**src/rtl/wrdy_pkg.sv**
```systemverilog
package wrdy_pkg;
  // Flags captured for one outstanding transaction
  typedef struct packed {
    logic has_wr;  // initiator supplies write data
    logic zlen;    // zero-length write
    logic iwb;     // snoop reported an implicit writeback
  } wrdy_ent_t;
endpackage

```
**src/rtl/wrdy_ioq.sv**
```systemverilog
// In-order queue: per-entry flags and a saturating age. DEPTH must be a power of two.
module wrdy_ioq
  import wrdy_pkg::*;
#(
  parameter int DEPTH   = 8,
  parameter int AGE_W   = 2,
  parameter int AGE_MAX = 3
) (
  input  logic             clk,
  input  logic             rst,
  input  logic             push,
  input  logic             push_wr,
  input  logic             push_zl,
  input  logic             snp_vld,
  input  logic             snp_iwb,
  input  logic             pop,
  output logic             hd_vld,
  output wrdy_ent_t        hd_ent,
  output logic             hd_snooped,
  output logic [AGE_W-1:0] hd_age,
  output logic             ovf
);
  localparam int PTR_W = (DEPTH > 1) ? $clog2(DEPTH) : 1;
  localparam int CNT_W = $clog2(DEPTH + 1);

  wrdy_ent_t        ent_q [DEPTH];
  logic [AGE_W-1:0] age_q [DEPTH];
  logic [PTR_W-1:0] rd_ptr, wr_ptr, snp_idx;
  logic [CNT_W-1:0] cnt, snp_cnt;
  logic             ovf_q;
  logic             push_ok, pop_ok, snp_ok;

  assign push_ok = push && (cnt != CNT_W'(DEPTH));
  assign pop_ok  = pop && (cnt != '0);
  assign snp_ok  = snp_vld && (snp_cnt < cnt);
  assign snp_idx = rd_ptr + snp_cnt[PTR_W-1:0];

  always_ff @(posedge clk) begin
    if (rst) begin
      for (int i = 0; i < DEPTH; i++) begin
        ent_q[i] <= '0;
        age_q[i] <= '0;
      end
    end else begin
      for (int i = 0; i < DEPTH; i++) begin
        if (push_ok && wr_ptr == PTR_W'(i)) begin
          ent_q[i] <= '{has_wr: push_wr, zlen: push_zl, iwb: 1'b0};
          age_q[i] <= AGE_W'(1);
        end else begin
          if (snp_ok && snp_idx == PTR_W'(i)) ent_q[i].iwb <= snp_iwb;
          if (age_q[i] != AGE_W'(AGE_MAX)) age_q[i] <= age_q[i] + 1'b1;
        end
      end
    end
  end

  always_ff @(posedge clk) begin
    if (rst) begin
      rd_ptr  <= '0;
      wr_ptr  <= '0;
      cnt     <= '0;
      snp_cnt <= '0;
      ovf_q   <= 1'b0;
    end else begin
      if (push_ok) wr_ptr <= wr_ptr + 1'b1;
      if (pop_ok)  rd_ptr <= rd_ptr + 1'b1;
      cnt     <= cnt + CNT_W'(push_ok) - CNT_W'(pop_ok);
      snp_cnt <= snp_cnt + CNT_W'(snp_ok) - CNT_W'(pop_ok && snp_cnt != '0);
      if (push && !push_ok) ovf_q <= 1'b1;
    end
  end

  assign hd_vld     = (cnt != '0);
  assign hd_ent     = ent_q[rd_ptr];
  assign hd_age     = age_q[rd_ptr];
  assign hd_snooped = (snp_cnt != '0);
  assign ovf        = ovf_q;


  ovf_sticky_chk: assert property (@(posedge clk) disable iff (rst) ovf_q |=> ovf_q)
    else $error("overflow flag cleared without reset");

  ovf_cause_chk: assert property (@(posedge clk) disable iff (rst)
    $rose(ovf_q) |-> ($past(push) && $past(cnt) == CNT_W'(DEPTH)))
    else $error("overflow raised without a push into a full queue");
endmodule

```
**src/rtl/wrdy_gap.sv**
```systemverilog
// Clocks since the last release of target-ready, saturating.
module wrdy_gap #(
  parameter int SPACE = 3
) (
  input  logic clk,
  input  logic rst,
  input  logic fall,
  output logic gap_ok
);
  localparam int CW = $clog2(SPACE + 1);
  logic [CW-1:0] cnt_q;

  always_ff @(posedge clk) begin
    if (rst)                      cnt_q <= CW'(SPACE);
    else if (fall)                cnt_q <= '0;
    else if (cnt_q != CW'(SPACE)) cnt_q <= cnt_q + 1'b1;
  end

  // a release decided now shows on the output one clock later
  assign gap_ok = (cnt_q >= CW'(SPACE - 1));
endmodule

```
**src/rtl/wrdy_seq.sv**
```systemverilog
// Handshake sequencer: write ready first, then writeback ready.
module wrdy_seq
  import wrdy_pkg::*;
#(
  parameter int AGE_W   = 2,
  parameter int MIN_LAT = 3
) (
  input  logic             clk,
  input  logic             rst,
  input  logic             hd_vld,
  input  wrdy_ent_t        hd_ent,
  input  logic             hd_snooped,
  input  logic [AGE_W-1:0] hd_age,
  input  logic             wbuf_free,
  input  logic             lbuf_free,
  input  logic             dbsy,
  input  logic             rsp,
  input  logic             gap_ok,
  output logic             trdy,
  output logic             fall
);
  logic trdy_q, cur_iwb_q, wr_done_q, iwb_done_q;
  logic wr_ok, iwb_ok, rel, start_wr, start_iwb;
  logic hd_has_wr;

  assign hd_has_wr = hd_ent.has_wr;

  assign wr_ok  = hd_vld && hd_has_wr && !wr_done_q &&
                  (hd_ent.zlen || wbuf_free) &&
                  (hd_age >= AGE_W'(MIN_LAT - 1));
  assign iwb_ok = hd_vld && hd_snooped && hd_ent.iwb && !iwb_done_q &&
                  lbuf_free && (!hd_has_wr || wr_done_q);

  assign start_wr  = !trdy_q && !rsp && wr_ok;
  assign start_iwb = !trdy_q && !rsp && !wr_ok && iwb_ok;
  assign rel       = trdy_q && (rsp || (!dbsy && gap_ok));

  always_ff @(posedge clk) begin
    if (rst) begin
      trdy_q     <= 1'b0;
      cur_iwb_q  <= 1'b0;
      wr_done_q  <= 1'b0;
      iwb_done_q <= 1'b0;
    end else begin
      if (start_wr || start_iwb) begin
        trdy_q    <= 1'b1;
        cur_iwb_q <= start_iwb;
      end else if (rel) begin
        trdy_q <= 1'b0;
      end
      if (rsp) begin
        wr_done_q  <= 1'b0;
        iwb_done_q <= 1'b0;
      end else if (rel) begin
        if (cur_iwb_q) iwb_done_q <= 1'b1;
        else           wr_done_q  <= 1'b1;
      end
    end
  end

  assign trdy = trdy_q;
  assign fall = rel;

  // cycles since reset, for the look-back in the spacing check
  logic [1:0] warm_q;
  always_ff @(posedge clk) begin
    if (rst)                 warm_q <= '0;
    else if (warm_q != 2'd3) warm_q <= warm_q + 1'b1;
  end


  wr_age_chk: assert property (@(posedge clk) disable iff (rst)
    ($rose(trdy_q) && !cur_iwb_q) |->
      ($past(hd_vld) && $past(hd_age) >= AGE_W'(MIN_LAT - 1)))
    else $error("write ready before minimum latency");

  rsp_gap_chk: assert property (@(posedge clk) disable iff (rst)
    $rose(trdy_q) |-> !$past(rsp))
    else $error("ready raised in the response clock");

  order_chk: assert property (@(posedge clk) disable iff (rst)
    ($rose(trdy_q) && cur_iwb_q) |->
      ($past(hd_snooped) && (!$past(hd_has_wr) || $past(wr_done_q))))
    else $error("writeback ready out of order");

  spacing_chk: assert property (@(posedge clk) disable iff (rst)
    (warm_q == 2'd3 && $fell(trdy_q)) |->
      !(!$past(trdy_q, 2) && $past(trdy_q, 3)))
    else $error("ready releases too close together");

  rsp_release_chk: assert property (@(posedge clk) disable iff (rst)
    (rsp && trdy_q) |=> !trdy_q)
    else $error("ready held past the response");
endmodule

```
**src/rtl/bus_wrdy_ctrl.sv**
```systemverilog
module bus_wrdy_ctrl
  import wrdy_pkg::*;
#(
  parameter int DEPTH   = 8,
  parameter int MIN_LAT = 3,
  parameter int SPACE   = 3
) (
  input  logic clk,
  input  logic rst,
  input  logic req_vld,
  input  logic req_has_wr,
  input  logic req_zero_len,
  input  logic snp_vld,
  input  logic snp_iwb,
  input  logic wbuf_free,
  input  logic lbuf_free,
  input  logic dbsy,
  input  logic rsp_drv,
  output logic trdy,
  output logic ovf_err
);
  localparam int AGE_MAX = MIN_LAT;
  localparam int AGE_W   = $clog2(AGE_MAX + 1);

  logic             hd_vld, hd_snooped, gap_ok, fall;
  wrdy_ent_t        hd_ent;
  logic [AGE_W-1:0] hd_age;

  wrdy_ioq #(.DEPTH(DEPTH), .AGE_W(AGE_W), .AGE_MAX(AGE_MAX)) u_ioq (
    .clk(clk), .rst(rst),
    .push(req_vld), .push_wr(req_has_wr), .push_zl(req_zero_len),
    .snp_vld(snp_vld), .snp_iwb(snp_iwb), .pop(rsp_drv),
    .hd_vld(hd_vld), .hd_ent(hd_ent), .hd_snooped(hd_snooped),
    .hd_age(hd_age), .ovf(ovf_err)
  );

  wrdy_gap #(.SPACE(SPACE)) u_gap (
    .clk(clk), .rst(rst), .fall(fall), .gap_ok(gap_ok)
  );

  wrdy_seq #(.AGE_W(AGE_W), .MIN_LAT(MIN_LAT)) u_seq (
    .clk(clk), .rst(rst),
    .hd_vld(hd_vld), .hd_ent(hd_ent), .hd_snooped(hd_snooped), .hd_age(hd_age),
    .wbuf_free(wbuf_free), .lbuf_free(lbuf_free), .dbsy(dbsy), .rsp(rsp_drv),
    .gap_ok(gap_ok), .trdy(trdy), .fall(fall)
  );
endmodule

```
**config.mk**
```make
export PLATFORM = sky130hd
export DESIGN_NAME = bus_wrdy_ctrl
export DESIGN_NICKNAME = d
export VERILOG_FILES = /design/src/rtl/wrdy_pkg.sv /design/src/rtl/wrdy_ioq.sv /design/src/rtl/wrdy_gap.sv /design/src/rtl/wrdy_seq.sv /design/src/rtl/bus_wrdy_ctrl.sv
export SDC_FILE = /design/constraint.sdc
export NUM_CORES = 1
export LEC_CHECK = 0
export BUFFER_PORTS_ARGS = -buffer_cell sky130_fd_sc_hd__buf_4
export CORE_ASPECT_RATIO = 2
export CORE_UTILIZATION = 43
export DETAILED_ROUTE_END_ITERATION = 10
export PLACE_DENSITY_LB_ADDON = 0.05
export SETUP_SLACK_MARGIN = 0.5
export SLEW_MARGIN = 30
export SYNTH_ARGS = -nofsm -noshare
export SYNTH_HDL_FRONTEND = slang
export SYNTH_SLANG_ARGS = --single-unit
```
**constraint.sdc**
```tcl
create_clock -name clk -period 2.56 [get_ports clk]
set_input_delay 0.128 -clock clk [delete_from_list [all_inputs] [get_ports clk]]
set_output_delay 0.128 -clock clk [all_outputs]
set_load 0.005 [all_outputs]
```
# Word-level counts from Yosys, hierarchy flattened
# Memories as Yosys holds them, arrays and structs flattened. A register that Yosys moved wholly into a read port is not among the register bits.
# Index checks and enable logic that the tools add are counted.
dict set report classes {
  add_sub_neg 16
  magnitude_cmp 3
  n_eq_ne 24
  n_mux 130
  n_bitwise 33
  n_reduce_logical 57
}
# cell n
set op_table {}
lappend op_table {{$mux 1} 100}
lappend op_table {{$logic_and 1x1->1} 36}
lappend op_table {{$mux 2} 18}
lappend op_table {{$mux 3} 12}
lappend op_table {{$or 1x1->1} 32}
lappend op_table {{$eq 3x3->1 const B} 8}
lappend op_table {{$add 2x1->2 const B} 9}
lappend op_table {{$ne 2x2->1 const B} 9}
lappend op_table {{$eq 3x2->1 const B} 4}
lappend op_table {{$add 4x1->4} 2}
lappend op_table {{$logic_not 1->1} 8}
lappend op_table {{$reduce_bool 4->1} 2}
lappend op_table {{$sub 4x1->4} 2}
lappend op_table {{$add 3x1->3 const B} 2}
lappend op_table {{$eq 3x1->1 const B} 2}
lappend op_table {{$logic_not 3->1} 2}
lappend op_table {{$ge 2x2->1 const B} 2}
lappend op_table {{$logic_or 1x1->1} 4}
lappend op_table {{$lt 4x4->1} 1}
lappend op_table {{$ne 4x4->1 const B} 1}
lappend op_table {{$reduce_and 2->1} 2}
lappend op_table {{$reduce_bool 2->1} 2}
lappend op_table {{$add 3x3->3} 1}
lappend op_table {{$reduce_or 2->1} 1}
lappend op_table {{$not 1->1} 1}
dict set report totals {
  ff_bits 21
  ram_bits 40
  out_inout_bits 2
  word_cells 275
  mem_count 2
}
# name depth word_bits rd rd_ports_with_merged_regs write_ports line
set mem_list {}
lappend mem_list {u_ioq.ent_q 8 3 1 1 8 wrdy_ioq.sv:26} ;# wrdy_ent_t ent_q [DEPTH];
lappend mem_list {u_ioq.age_q 8 2 9 1 8 wrdy_ioq.sv:27} ;# logic [AGE_W-1:0] age_q [DEPTH];

# Longest topological paths before layout
dict set report logic_depth {
  word_depth 10
  depth_mapped 13
  ltp_nobuf 12
}

# Modules after synthesis
# From an unflattened synthesis, not the netlist that was laid out.
dict set report hier_totals {
  cells_unflattened 320
  area_unflattened_um2 3689.8
}
# module n_inst cells_each area_per_inst_um2
set modules_own_cells {}
lappend modules_own_cells {wrdy_ioq 1 285 3363.2}
lappend modules_own_cells {wrdy_seq 1 23 209.0}
lappend modules_own_cells {wrdy_gap 1 12 117.6}

# Least setup slack after synthesis
# No wires, ideal clock.
dict set report synth_path {
  path_type {register -> register}
  startpoint {reg u_ioq.cnt[2]}
  endpoint {reg u_ioq.snp_cnt[2]}
  setup_ns 0.128
  arrival_time_ns 2.306
  path_slack_ns 0.126
  stages_incl_launch_ff 13
  n_path_buf 1
  period_less_slack_ns 2.434
  cell_sequence {dfxtp_1 inv_1 ha_1 nor3b_1 nor2b_1 clkbuf_1 nor2b_1 ha_1 inv_1 ha_1 fa_1 xnor2_1 nor2_1}
}
dict set report synth_between {
  elab_chain_cells 4
  elab_cells_between_ends 7
  cone_classes {add/sub (2); order compare (1); reduce/logical (4)}
}
# item line
set synth_rtl {}
lappend synth_rtl {{start, declared} wrdy_ioq.sv:29} ;# logic [CNT_W-1:0] cnt, snp_cnt;
lappend synth_rtl {{start signal, assigned} wrdy_ioq.sv:67} ;# cnt <= cnt + CNT_W'(push_ok) - CNT_W'(pop_ok);
lappend synth_rtl {{$reduce_bool 4->1} wrdy_ioq.sv:34} ;# assign pop_ok = pop && (cnt != '0);
lappend synth_rtl {{$logic_and 1x1->1} wrdy_ioq.sv:34}
lappend synth_rtl {{named net u_ioq.pop_ok} wrdy_ioq.sv:31} ;# logic push_ok, pop_ok, snp_ok;
lappend synth_rtl {{$logic_and 1x1->1} wrdy_ioq.sv:68} ;# snp_cnt <= snp_cnt + CNT_W'(snp_ok) - CNT_W'(pop_ok && snp_cnt != '0);
lappend synth_rtl {{$sub 4x1->4} wrdy_ioq.sv:68}
lappend synth_rtl {{end signal, assigned} wrdy_ioq.sv:68}
lappend synth_rtl {{end, declared} wrdy_ioq.sv:29}
# The timed path passes the listed nets, and every way through them passes these cells.
# A chain may end at the register's enable or synchronous reset.

# Worst setup path after layout
dict set report layout_path {
  startpoint {reg u_ioq.cnt[2]}
  endpoint {reg u_ioq.cnt[1]}
}
dict set report layout_between {
  elab_chain_cells 4
  elab_cells_between_ends 6
  cone_classes {add/sub (2); eq/ne (1); reduce/logical (3)}
}
# item line
set layout_rtl {}
lappend layout_rtl {{$ne 4x4->1} wrdy_ioq.sv:33} ;# assign push_ok = push && (cnt != CNT_W'(DEPTH));
lappend layout_rtl {{$logic_and 1x1->1} wrdy_ioq.sv:33}
lappend layout_rtl {{$add 4x1->4} wrdy_ioq.sv:67}
lappend layout_rtl {{$sub 4x1->4 *} wrdy_ioq.sv:67}
# Mark *: on every way between the ends. The rest lies on a longest branch, timed or not.

==> reports/qor.csv <==
stage,metric,value,unit
outcome,outcome,finished clean,
sta,final.setup.tns,0,ns
drt,drt-total-wl,7950,µm
grt,number_of_global_route_vias_before_repair,2504,
sta,timing.final.setup_violations,0,
critical_path,cp_max_fo,3,
synth,synthesis.nets,371,
sta,maxClockFrequency,460,MHz
job,cap_viol_max_count,0,
clock_network,cts_max_level,3,
synth,synthFlopType,sky130_fd_sc_hd__edfxtp_1,
synth,yosys.area_share.simple,15.1,%
pwr,power,4.56,mW
floorplan,die_height,129,µm
finish,core_utilization_of_the_finished_layout,53.6,%
pwr,power_frac_comb,39.7,%
clock_network,cts_hold_repair.buffers,0,
critical_path,cp-start-kind,flop,
critical_path,worst_r2r_setup_slack,0.38,ns
grt,grt_antenna_before_repair,0,
pwr,power_switching,1.54,mW
pwr,switching_share,33.7,%
clock_network,worstSkewPairLatency,0.33,ns
floorplan,ios,13,
placed_design,gp_congestion,0.737,
synth,syn_inst,325,
placed_design,preCtsSetupSlack,0.0399,ns
clock_network,clock_tree_buffer_depth,2,
sta,layout_worst_path_cycle_share,85.0,%
synth,synth_enable_flop_cells,40,
drt,vias_per_cell,5.32,
sta,rsz0062_at_grt,true,
grt,routing_usage_on_met2,38.7,%
finish,final_area,4230,µm²
grt,maximum_number_of_pins_on_one_net_before_global_route_repair,42,
pwr,seq_power_share,34.6,%
floorplan,die_width,65.7,µm
finish,area_delta_synth_final,21.0,%
floorplan,row_count,46,
finish,layout_common_cells,"sky130_fd_sc_hd__edfxtp_1 (40), sky130_fd_sc_hd__nor2_1 (34), sky130_fd_sc_hd__ha_1 (26)",
clock_network,clock-sinks,64,
grt,busiest_layer,met2,
sta,fin_hold_ws,0.0254,ns
synth,synth.mux.area_fraction,5.88,%
finish,final_nets,398,
clock_network,cts_made_buffers,9,
critical_path,worst_ep_required_time,2.76,ns
finish,final_common_cell,sky130_fd_sc_hd__edfxtp_1,
synth,avgSynthCellArea,10.7,µm²
grt,total_overflow_reported_by_the_global_router,0,
pwr,static-leakage-power,1.76,nW
pwr,internal,3.02,mW
grt,grtUsageMet1,20.5,%
sta,slew_viol_final,0,
synth,post_synth_num_cell_types,43,
finish,diodes,0,
finish,fin_cells,453,
sta,setup_slack,0.385,ns
drt,via_count,2410,
floorplan,dieArea,8510,µm²
drt,remaining_drc_errors,0,
grt,globalRouteMet3Util,4.49,%
drt,antenna_violating_nets_post_route,0,
critical_path,setup.worst_path.class,reg2reg,
synth,xor_xnor_share_of_the_synthesized_area,2.51,%
pwr,ir_drop,0.643,mV
synth,seq_area_frac_synth,48.2,%
critical_path,critPathArrivalTime,2.37,ns
synth,mappedNetlistArea,3490,µm²
placed_design,dp_hpwl,5960,µm
pwr,power_per_cell_area,1080,nW/µm²
synth,synth-async-reset-ratio,0,%
sta,fin_worst_skew,0.00545,ns
placed_design,number_of_buffer_cells_added_on_primary_ports,12,
synth,synth_fa_ha_area_share,13.2,%
sta,final_critical_path_required_period,2.18,ns
grt,grtUsageTotal,20.9,%
finish,final_layout_size_suffix_gt1_share,26.1,%
sta,final-hold-violation-count,0,
clock_network,clock_tree.root_cell,sky130_fd_sc_hd__clkbuf_16,
synth,yosys_register_bits,64,
drt,detail_route.wl_per_cell,17.6,µm
pwr,share_clk_of_total_power,25.7,%
floorplan,core_area,7890,µm²
synth,post_synthesis_compound_gate_area_fraction,9.92,%
grt,global_route_wire_length_before_repair,12600,µm
sta,max-slew-margin-rel,58.5,%
clock_network,tritoncts,done,
worst_hold_path,timing.hold.worst.class,in2reg,
synth,yosys_warnings,0,
placed_design,dpl_cell_area,3720,µm²
synth,largest_family_of_logic_cells_by_synthesized_area,simple AND/OR/NAND/NOR gates,
drt,drt_iter0_drc,97,
clock_network,clkSlewWorstSetupHoldPaths,0.05,ns
critical_path,end_kind,flop,
floorplan,floorplan.initialDensity,44.3,%
sta,tightest_slew,0.620,ns
drt,dr.pass1.iters,4,
placed_design,placed_cells,428,
-- kinds of logic after synthesis --
family / count (synthesis)
and+or+nand+nor: 104
adders and majority gates: 35
DFF: 64
xor gates and xnor gates: 10
buffers and inverters: 44
AOI/OAI and AO/OA: 54
muxes: 14
-- flip-flops by register name, indices dropped and copies added, names as in the netlist, named ones only --
register / flops
u_ioq.rd_ptr: 3
u_seq.wr_done_q: 1
u_seq.iwb_done_q: 1
u_ioq.age_q: 16
u_ioq.cnt: 4
u_ioq.wr_ptr: 3
u_ioq.ent_q: 24
u_seq.cur_iwb_q: 1
u_gap.cnt_q: 2
u_ioq.snp_cnt: 4
u_ioq.ovf: 1
u_seq.trdy: 1
-- layer usage --
layer	vias up	wire length, µm	share of wire (%)
li1	1203	-	-
met1	1149	2790	35
met2	39	4680	59
met3	19	174	2.2
met4	0	316	4.0
met5	-	0	0
-- Yosys cell counts (2+ instances only) --
cell	instances	area share [%]
sky130_fd_sc_hd__edfxtp_1	40	34
sky130_fd_sc_hd__inv_1	34	3.7
sky130_fd_sc_hd__nor2_1	34	3.7
sky130_fd_sc_hd__ha_1	32	11
sky130_fd_sc_hd__dfxtp_1	24	14
sky130_fd_sc_hd__a21oi_1	16	2.3
sky130_fd_sc_hd__nand2_1	16	1.7
sky130_fd_sc_hd__and3_1	10	1.8
sky130_fd_sc_hd__mux2i_1	10	2.9
sky130_fd_sc_hd__o21ai_0	10	1.4
sky130_fd_sc_hd__a31oi_1	9	1.6
sky130_fd_sc_hd__nor3b_1	8	1.7
sky130_fd_sc_hd__or2_2	8	1.4
sky130_fd_sc_hd__nand3_1	7	1.0
sky130_fd_sc_hd__xnor2_1	7	1.8
sky130_fd_sc_hd__a21o_1	6	1.3
sky130_fd_sc_hd__nand2b_1	6	1.1
sky130_fd_sc_hd__clkbuf_1	5	0.54
sky130_fd_sc_hd__nor2b_1	5	0.90
sky130_fd_sc_hd__mux4_1	4	3.0
sky130_fd_sc_hd__nor3_1	4	0.57
sky130_fd_sc_hd__fa_1	3	1.7
sky130_fd_sc_hd__xor2_1	3	0.75
sky130_fd_sc_hd__a211oi_1	2	0.43
sky130_fd_sc_hd__buf_1	2	0.22
sky130_fd_sc_hd__nand3b_1	2	0.43
sky130_fd_sc_hd__o211ai_1	2	0.43
-- worst paths after layout --
check | from | endpoint | depth (start not counted)
min reg2reg | u_ioq.ovf | u_ioq.ovf | 2
max reg2reg | u_ioq.cnt[2] | u_ioq.cnt[1] | 11
min | rsp_drv | u_seq.wr_done_q | 2
max | u_ioq.cnt[2] | u_ioq.cnt[1] | 11
-- area by class of cell --
cell class | instances | area (µm²)
Timing Repair Buffer | 26 | 199
Inverter | 34 | 128
Tap cell | 96 | 120
Fill cell | 705 | 3660
Multi-Input combinational cell | 217 | 1800
Sequential cell | 64 | 1690
Clock inverter | 4 | 45.0
Clock buffer | 12 | 236
-- what timing repair did --
| action | CTS | global route |
|---|---|---|
| setup buffers | 6 | 3 |
| gates resized for setup | 19 | 28 |
| pin swaps | 8 | 13 |
| setup endpoints to repair | 24 | 40 |
-- critical path: stages (launching register included) --
cell and delay, ns:
sky130_fd_sc_hd__dfxtp_2 0.31, sky130_fd_sc_hd__inv_2 0.07, sky130_fd_sc_hd__ha_4 0.13, sky130_fd_sc_hd__nor3b_4 0.30, sky130_fd_sc_hd__nor2b_4 0.09, sky130_fd_sc_hd__buf_6 0.14, sky130_fd_sc_hd__ha_4 0.21, sky130_fd_sc_hd__inv_2 0.06
sky130_fd_sc_hd__ha_4 0.14, sky130_fd_sc_hd__inv_2 0.04, sky130_fd_sc_hd__fa_2 0.52, sky130_fd_sc_hd__nor2_1 0.04
-- power groups by stage --
stage          registers [mW]  logic, mW  clock network [mW]
2_1_floorplan            1.50       1.18                   0
4_1_cts                  1.57       1.65                1.20
3_5_place_dp             1.59       1.50                   0
5_1_grt                  1.61       2.04                1.23
3_3_place_gp             1.58       1.48                   0
6_report                 1.58       1.81                1.17
Power figures use the tool's default switching activity.
